<file path="src/rtl/pw_pkg.sv">
package pw_pkg;

    typedef enum logic [1:0] {
        PH_IDLE = 2'd0,
        PH_GAP  = 2'd1,
        PH_MARK = 2'd2
    } phase_t;

    typedef struct packed {
        phase_t     phase;
        logic [2:0] bit_idx;
        logic [7:0] data;
    } tx_state_t;

    function automatic logic pick_bit(input logic [7:0] data, input logic [2:0] idx);
        logic [7:0] mask;
        mask = 8'd1 << idx;
        return (data & mask) != 8'd0;
    endfunction

endpackage

</file>
<file path="src/rtl/pw_tick_gen.sv">
module pw_tick_gen #(
    parameter int CLKS_PER_US = 2
) (
    input  logic clk,
    input  logic rst,
    input  logic run,
    output logic tick
);
    localparam int PW = (CLKS_PER_US > 1) ? $clog2(CLKS_PER_US) : 1;
    localparam logic [PW-1:0] LAST = PW'(CLKS_PER_US - 1);

    logic [PW-1:0] pre_cnt;

    assign tick = run && (pre_cnt == LAST);

    always_ff @(posedge clk) begin
        if (rst || !run || tick)
            pre_cnt <= '0;
        else
            pre_cnt <= pre_cnt + 1'b1;
    end

    a_r9_prescale_bound: assert property (@(posedge clk) disable iff (rst)
        pre_cnt <= LAST);
    a_r9_idle_no_tick: assert property (@(posedge clk) disable iff (rst)
        !run |=> (pre_cnt == '0));
endmodule

</file>
<file path="src/rtl/pw_interval_timer.sv">
module pw_interval_timer #(
    parameter int W = 11
) (
    input  logic         clk,
    input  logic         rst,
    input  logic         run,
    input  logic         tick,
    input  logic [W-1:0] limit,
    output logic         expire
);
    logic [W-1:0] us_cnt;

    assign expire = tick && (us_cnt == limit - 1'b1);

    always_ff @(posedge clk) begin
        if (rst || !run || expire)
            us_cnt <= '0;
        else if (tick)
            us_cnt <= us_cnt + 1'b1;
    end

    a_r9_count_in_range: assert property (@(posedge clk) disable iff (rst)
        run |-> (us_cnt < limit));
endmodule

</file>
<file path="src/rtl/pw_byte_tx.sv">
module pw_byte_tx
    import pw_pkg::*;
#(
    parameter int CLKS_PER_US  = 2,
    parameter int ONE_LOW_US   = 1000,
    parameter int ONE_HIGH_US  = 1000,
    parameter int ZERO_LOW_US  = 300,
    parameter int ZERO_HIGH_US = 1700
) (
    input  logic       clk,
    input  logic       rst,
    input  logic       start,
    input  logic [7:0] tx_byte,
    output logic       busy,
    output logic       done,
    output logic       mod_out
);
    localparam int MAX_A = (ONE_LOW_US > ZERO_LOW_US) ? ONE_LOW_US : ZERO_LOW_US;
    localparam int MAX_B = (ONE_HIGH_US > ZERO_HIGH_US) ? ONE_HIGH_US : ZERO_HIGH_US;
    localparam int MAX_US = (MAX_A > MAX_B) ? MAX_A : MAX_B;
    localparam int UW = $clog2(MAX_US + 1);

    tx_state_t st;
    logic      cur_bit;
    logic      tick;
    logic      expire;
    logic      running;
    logic [UW-1:0] limit;

    assign running = (st.phase != PH_IDLE);
    assign cur_bit = pick_bit(st.data, st.bit_idx);

    always_comb begin
        case (st.phase)
            PH_GAP:  limit = cur_bit ? UW'(ONE_LOW_US)  : UW'(ZERO_LOW_US);
            PH_MARK: limit = cur_bit ? UW'(ONE_HIGH_US) : UW'(ZERO_HIGH_US);
            default: limit = UW'(1);
        endcase
    end

    pw_tick_gen #(.CLKS_PER_US(CLKS_PER_US)) u_tick (
        .clk(clk), .rst(rst), .run(running), .tick(tick)
    );

    pw_interval_timer #(.W(UW)) u_timer (
        .clk(clk), .rst(rst), .run(running), .tick(tick),
        .limit(limit), .expire(expire)
    );

    always_ff @(posedge clk) begin
        if (rst) begin
            st.phase   <= PH_IDLE;
            st.bit_idx <= '0;
            st.data    <= '0;
            done       <= 1'b0;
        end else begin
            done <= 1'b0;
            case (st.phase)
                PH_IDLE: if (start) begin
                    st.phase   <= PH_GAP;
                    st.bit_idx <= '0;
                    st.data    <= tx_byte;
                end
                PH_GAP: if (expire) st.phase <= PH_MARK;
                PH_MARK: if (expire) begin
                    if (st.bit_idx == 3'd7) begin
                        st.phase <= PH_IDLE;
                        done     <= 1'b1;
                    end else begin
                        st.phase   <= PH_GAP;
                        st.bit_idx <= st.bit_idx + 1'b1;
                    end
                end
                default: st.phase <= PH_IDLE;
            endcase
        end
    end

    assign busy    = running;
    assign mod_out = (st.phase != PH_GAP);

    a_r5_start_opens_gap: assert property (@(posedge clk) disable iff (rst)
        (start && !busy) |=> (busy && !mod_out));
    a_r7_done_single: assert property (@(posedge clk) disable iff (rst)
        done |=> !done);
    a_r7_done_ends_busy: assert property (@(posedge clk) disable iff (rst)
        done |-> ($fell(busy) && mod_out));
    a_r8_data_held: assert property (@(posedge clk) disable iff (rst)
        (busy && $past(busy)) |-> $stable(st.data));
    a_r4_index_steps: assert property (@(posedge clk) disable iff (rst)
        (busy && $past(busy) && !$stable(st.bit_idx)) |-> (st.bit_idx == $past(st.bit_idx) + 3'd1));
endmodule

</file>
<file path="config.mk">
export PLATFORM = sky130hd
export DESIGN_NAME = pw_byte_tx
export DESIGN_NICKNAME = d
export VERILOG_FILES = /design/src/rtl/pw_pkg.sv /design/src/rtl/pw_tick_gen.sv /design/src/rtl/pw_interval_timer.sv /design/src/rtl/pw_byte_tx.sv
export SDC_FILE = /design/constraint.sdc
export NUM_CORES = 1
export LEC_CHECK = 0
export BUFFER_PORTS_ARGS = -buffer_cell sky130_fd_sc_hd__buf_2
export CAP_MARGIN = 20
export CORE_MARGIN = 5
export CORE_UTILIZATION = 58
export DETAILED_ROUTE_END_ITERATION = 10
export PLACE_DENSITY = 0.86
export SLEW_MARGIN = 25
export SYNTH_ARGS = -nofsm -noshare
export SYNTH_HDL_FRONTEND = slang
export SYNTH_SLANG_ARGS = --single-unit
</file>
<file path="constraint.sdc">
create_clock -name clk -period 2.7 [get_ports clk]
set_input_delay 0 -clock clk [delete_from_list [all_inputs] [get_ports clk]]
set_output_delay 0 -clock clk [all_outputs]
set_load 0.01 [all_outputs]
</file>
### Word-level counts from Yosys, hierarchy flattened

Index checks and enable logic that the tools add are counted.

| operators by class | value |
|---|---|
| $add $sub $neg | 4 |
| equal/unequal tests | 9 |
| shift operators | 1 |
| mux-type cells | 11 |
| bitwise operators | 3 |
| reductions and logical operators | 14 |

Operators by type and width:

| kind | count |
|---|---|
| 11-bit one-hot mux with 2 select lines | 1 |
| 13-bit two-way mux | 1 |
| 11-bit by 1-bit adder with 11-bit output (second input constant) | 1 |
| 11-bit == test | 1 |
| 11-bit two-way mux | 1 |
| 11-bit by 1-bit subtractor with 11-bit output (second input constant) | 1 |
| 10-bit two-way mux | 1 |
| 8-bit bitwise AND | 1 |
| 8-bit nonzero test | 1 |
| 1-bit by 3-bit << shifter with 8-bit output (first input constant) | 1 |
| 2-bit by 1-bit != test with 1-bit output (second input constant) | 3 |
| 2-bit one-hot mux with 3 select lines | 1 |
| 3-bit one-hot mux with 2 select lines | 1 |
| 5-bit two-way mux | 1 |
| 2-bit != test (second input constant) | 2 |
| 4-bit AND reduction | 1 |
| 2-bit nonzero test | 2 |
| 3-bit by 1-bit adder with 3-bit output (second input constant) | 1 |
| 3-bit == test (second input constant) | 1 |
| 1-bit logical OR | 3 |
| 3-bit two-way mux | 1 |
| 3-bit AND reduction | 1 |
| 3-bit OR reduction | 1 |
| 2-bit by 1-bit == test with 1-bit output (second input constant) | 1 |
| other kinds (9) | 12 |

| word-level totals | value |
|---|---|
| register bits | 26 |
| output and inout bits | 3 |
| logic and storage cells | 48 |

### Longest topological paths before layout

| depth | value |
|---|---|
| depth in word-level cells | 10 |
| gate-level depth with buffers | 11 |
| gate-level depth less buffers | 9 |

### Hierarchy

A second synthesis with hierarchy kept.

| second synthesis, totals | value |
|---|---|
| cells, all modules | 223 |
| area, all modules | 1871.8 µm² |

By module, submodules not included:

| module | times used | cells each | area an instance (µm²) | sequential area each (µm²) |
|---|---|---|---|---|
| pw_interval_timer | 1 | 121 | 984.7 | 220.2 |
| pw_byte_tx | 1 | 99 | 847.1 | 280.3 |
| pw_tick_gen | 1 | 3 | 40.0 | 20.0 |

### Worst setup path before layout

Ideal clock, no wire load.

| path | value |
|---|---|
| path kind | register to register |
| start | register st[8] (netlist bit) |
| end | register st[11] (netlist bit) |
| setup time | 121 ps |
| arrival time | 2373 ps |
| required time | 2579 ps |
| slack | 206 ps |
| cell stages (with the launch flop) | 11 |
| path buffers | 1 |
| clock period less this slack | 2494 ps |
| path through | dfxtp_1 -> inv_1 -> ha_1 -> a221oi_1 -> a21oi_1 -> or4_1 -> nand3_1 -> and4_1 -> buf_6 -> a31oi_4 -> mux2_4 |

| between the ends | value |
|---|---|
| word-level cells in the longest chain between the ends | 10 |
| elaborated cells between the ends (all ways) | 16 |

Ends and longest elaborated chain:

| what | line | RTL |
|---|---|---|
| start, declared | pw_byte_tx.sv:23 | `tx_state_t st;` |
| 1-bit by 3-bit << shifter with 8-bit output | pw_pkg.sv:17 | `mask = 8'd1 << idx;` |
| 8-bit bitwise AND | pw_pkg.sv:18 | `return (data & mask) != 8'd0;` |
| 8-bit nonzero test | pw_pkg.sv:18 |  |
| 11-bit two-way mux or 10-bit two-way mux (tied branches) | pw_byte_tx.sv:36, pw_byte_tx.sv:35 |  |
| 11-bit one-hot mux with 2 select lines | pw_byte_tx.sv:34 | `case (st.phase)` |
| 11-bit by 1-bit subtractor with 11-bit output | pw_interval_timer.sv:13 | `assign expire = tick && (us_cnt == limit - 1'b1);` |
| 11-bit == test | pw_interval_timer.sv:13 |  |
| 1-bit logical AND | pw_interval_timer.sv:13 |  |
| 2-bit by 1-bit != test with 1-bit output (no line) | - |  |
| 3-bit AND reduction (no line) | - |  |

Several ways; a longest one is shown, not always the timed one. The select of a mux whose other input is x is not followed.
A chain may end at the register's enable or synchronous reset.

### Final worst setup path

| path | value |
|---|---|
| start | register st[8] (netlist bit) |
| end | register st[8] (netlist bit) |

| between the ends | value |
|---|---|
| word-level cells in the longest chain between the ends | 10 |
| elaborated cells between the ends (all ways) | 17 |

Ends and longest elaborated chain:

| what | line |
|---|---|
| 1-bit by 3-bit << shifter with 8-bit output | pw_pkg.sv:17 |
| 8-bit bitwise AND | pw_pkg.sv:18 |
| 8-bit nonzero test | pw_pkg.sv:18 |
| 11-bit two-way mux or 10-bit two-way mux (tied branches) | pw_byte_tx.sv:36, pw_byte_tx.sv:35 |
| 11-bit one-hot mux with 2 select lines | pw_byte_tx.sv:34 |
| 11-bit by 1-bit subtractor with 11-bit output | pw_interval_timer.sv:13 |
| 11-bit == test | pw_interval_timer.sv:13 |
| 1-bit logical AND | pw_interval_timer.sv:13 |
| 2-bit by 1-bit != test with 1-bit output (no line) | - |
| 4-bit AND reduction (no line) | - |

Several ways; a longest one is shown, not always the timed one. The select of a mux whose other input is x is not followed.

==> flow_summary.yaml <==
synthesis:
  synthMuxAreaShare_pct: 3.18
  synth_seq_cells: 26
  yosysTopAreaCell: "dfxtp_1"
  syn_nets: 220
  yosysSeqAreaShare_pct: 33.1
  synth_compound_area_share_pct: 16.7
  synth_flop_cell: "dfxtp_1"
  yosys.area.top_type_share_pct: 33.1
  synth_cells: 197
  synth_xor_area_share_pct: 6.68
  synth_edf_count: 0
  synth_fa_ha_area_share_pct: 9.54
  ys_types: 41
  yosys_warnings: 0
  synth_top_family_by_area: "simple AND/OR/NAND/NOR gates"
  yosys.area_share.simple_pct: 25.3
  synth_area_mm2: 0.00157
  synth_area_per_cell_um2: 7.99
  async_flop_share_pct: 0
  synthTopCellsByArea: "dfxtp_1 33%, ha_1 9.5%, nand2_1 7.6%"
timing:
  setup_tns_ns: 0
  skew_ns: 0.00108
  rsz0062_at_grt: "false"
  tightest_slew_ns: 0.473
  max_slew_margin_pct: 68.4
  hold_violations: 0
  min_period_over_period_pct: 95.4
  maxSlewViolCount: 0
  period_needed_ns: 2.58
  fmax_mhz: 388
  finalSetupViolations: 0
clock_tree:
  h-tree-depth: 1
  cts_buffers: 3
  cts.reportedPaths.clkPinSlew_ns: 0.15
  post-cts-setup-buffer-count: 0
  cts_sinks: 26
  clock_latency_ns: 0.33
  cts_max_path_buffers: 2
  root_buffer: "clkbuf_4"
  cts_tree: "built"
global_route:
  grt_pass1_wl_mm: 6.15
  antenna_found_initial: 0
  grt_use_total_pct: 21.4
  overflow: 0
  grt_max_degree: 19
  grt_pass1_vias: 1402
min_path:
  hp-class: "input pin to flop"
critical_path:
  cp.depth: 10
  r2r_end: "st[8]"
  endpoint_kind: "flop"
  worst_path_max_delay_cell: "or4_1"
  r2r_cells: 10
  critPathCapture: "st[8]"
  reg2reg_from: "st[8]"
  regToRegSetupSlack_ns: 0.12
  critical_path.max_stage_delay_ns: 0.47
  crit_family: "simple AND/OR/NAND/NOR gates"
  crit_chain: "ha_1, ha_1, a22o_1, a21o_1, or4_1, nand3_1, and4_4, buf_4, a32o_1, a31oi_1"
  path_class: "flop to flop"
  crit_path_start: "st[8]"
  cp-start-kind: "flop"
  cp_max_fo: 7
  path_buf_inv: 1
  cp.arrival_ns: 2.80
  required_ns: 2.93
  crit_top_cell: "ha_1"
die:
  core_area_mm2: 0.00254
  die_w_um: 62.1
  die_h_um: 62.1
  fp-row-count: 18
  ios: 14
  design.die.area_mm2: 0.00386
  start_util_pct: 61.8
placement:
  port_buffers: 13
  dpl.hpwl_mm: 2.67
  gp_congestion: 0.925
route:
  viasPerCell: 5.90
  wl_per_cell_um: 15.0
  drtIter0Drc: 113
  detail-route-antenna-nets: 0
  vias: 1452
  drtPass1Iterations: 4
  drc_errors: 0
  wirelength_mm: 3.70
power_and_ir_drop:
  vdd.ir_drop.worst_uv: 722
  power.density_mw_per_mm2: 566
  p_leak_nw: 0.696
layout:
  seq_area_um2: 522
  utilization_pct: 70.7
  final_cell_mix: "32 x nand2_1, 25 x dfxtp_1, 20 x nor2_1"
  multi_input_area_um2: 975
  syn2layout_area_growth_pct: 14.3
  n_fill_cell: 199
  nets: 240
  antenna_cells: 0
  final_common_cell: "nand2_1"
  drive_gt1_share_pct: 14.8
flow_run:
  drv_cap: 0
status:
  outcome: "complete, no violations"
[worst min-delay path, cell delays in order]
cell	delay (ns)
buf_2	0.11
nor2_1	0.05
nand2_1	0.07
a31oi_1	0.08
[cell type report]
cell class | instances | share of cell area [%]
Multi-Input combinational cell | 151 | 54.2
Sequential cell | 26 | 29.0
Timing Repair Buffer | 25 | 9.74
Inverter | 10 | 2.09
Tap cell | 30 | 2.09
Clock inverter | 1 | 1.67
Clock buffer | 3 | 1.25
[synthesized netlist by cell type (2+ instances only)]
master	instances
xnor2_1	5
xor2_1	7
dfxtp_1	26
nor2_1	20
mux2i_1	2
nor2b_1	2
or4_1	2
nor3_1	6
nand3_1	6
and3_1	4
nand2_1	32
nand4_1	5
ha_1	12
a22oi_1	2
a31oi_1	4
a31o_2	2
o21ai_0	7
clkbuf_1	7
mux2_4	2
inv_1	10
a21oi_1	12
nand2b_1	3
[layer usage]
layer  share of wire (%)  track usage [%]  vias to the layer above
li1                    -                -                      713
met1                  42             25.8                      678
met2                  50             38.2                       53
met3                 6.2             4.96                        8
met4                 1.9             5.15                        0
met5                   0                0                        -
[registers in the layout, indices dropped and copies added (netlist names)]
name and flops:
st 13, u_tick.pre_cnt 1, u_timer.us_cnt 11, done 1
[per-stage QoR]
stage	cells	area, um^2	hold WS, ns	setup slack [ns]	power (W)
2_1_floorplan	197	1570	0.136	0.206	0.000659
3_3_place_gp	234	1660	0.242	0.138	0.000716
3_5_place_dp	234	1660	0.248	0.0309	0.000734
4_1_cts	246	1790	0.000228	0.000107	0.00102
5_1_grt	246	1800	0.0141	0.00764	0.00107
6_report	246	1800	0.0119	0.124	0.00102
[timing repair]
| action | 4_1_cts | 5_1_grt |
|---|---|---|
| hold buffers | 8 | 0 |
| endpoints found under the setup margin | 0 | 17 |
| gates resized for setup | 0 | 4 |
| hold endpoints to repair | 8 | 0 |
[power by group]
part | internal (W) | total, W | switching [W]
sequential | 0.000409 | 0.000429 | 0.0000208
combinational | 0.000121 | 0.000314 | 0.000193
clock | 0.000150 | 0.000276 | 0.000126
[worst min-delay path by stage]
| stage | start | to | slack, ns | cells past startpoint |
|---|---|---|---|---|
| after floorplan | tx_byte[0] | st[0] | 0.14 | 2 |
| after global placement | tx_byte[6] | st[6] | 0.24 | 3 |
| after detailed placement | tx_byte[0] | st[0] | 0.25 | 3 |
| after CTS | start | st[8] | 0.0002 | 4 |
| after global routing | start | st[8] | 0.01 | 4 |
| final | start | st[8] | 0.01 | 4 |
[cell families after synthesis]
kind of cell	after synthesis
AO/OA/AOI/OAI	38
buffers and inverters	20
adder cells (fa/ha/maj)	12
XOR/XNOR	12
flip-flops	26
AND/OR/NAND/NOR	85
multiplexers	4
Power figures use the tool's default switching activity.
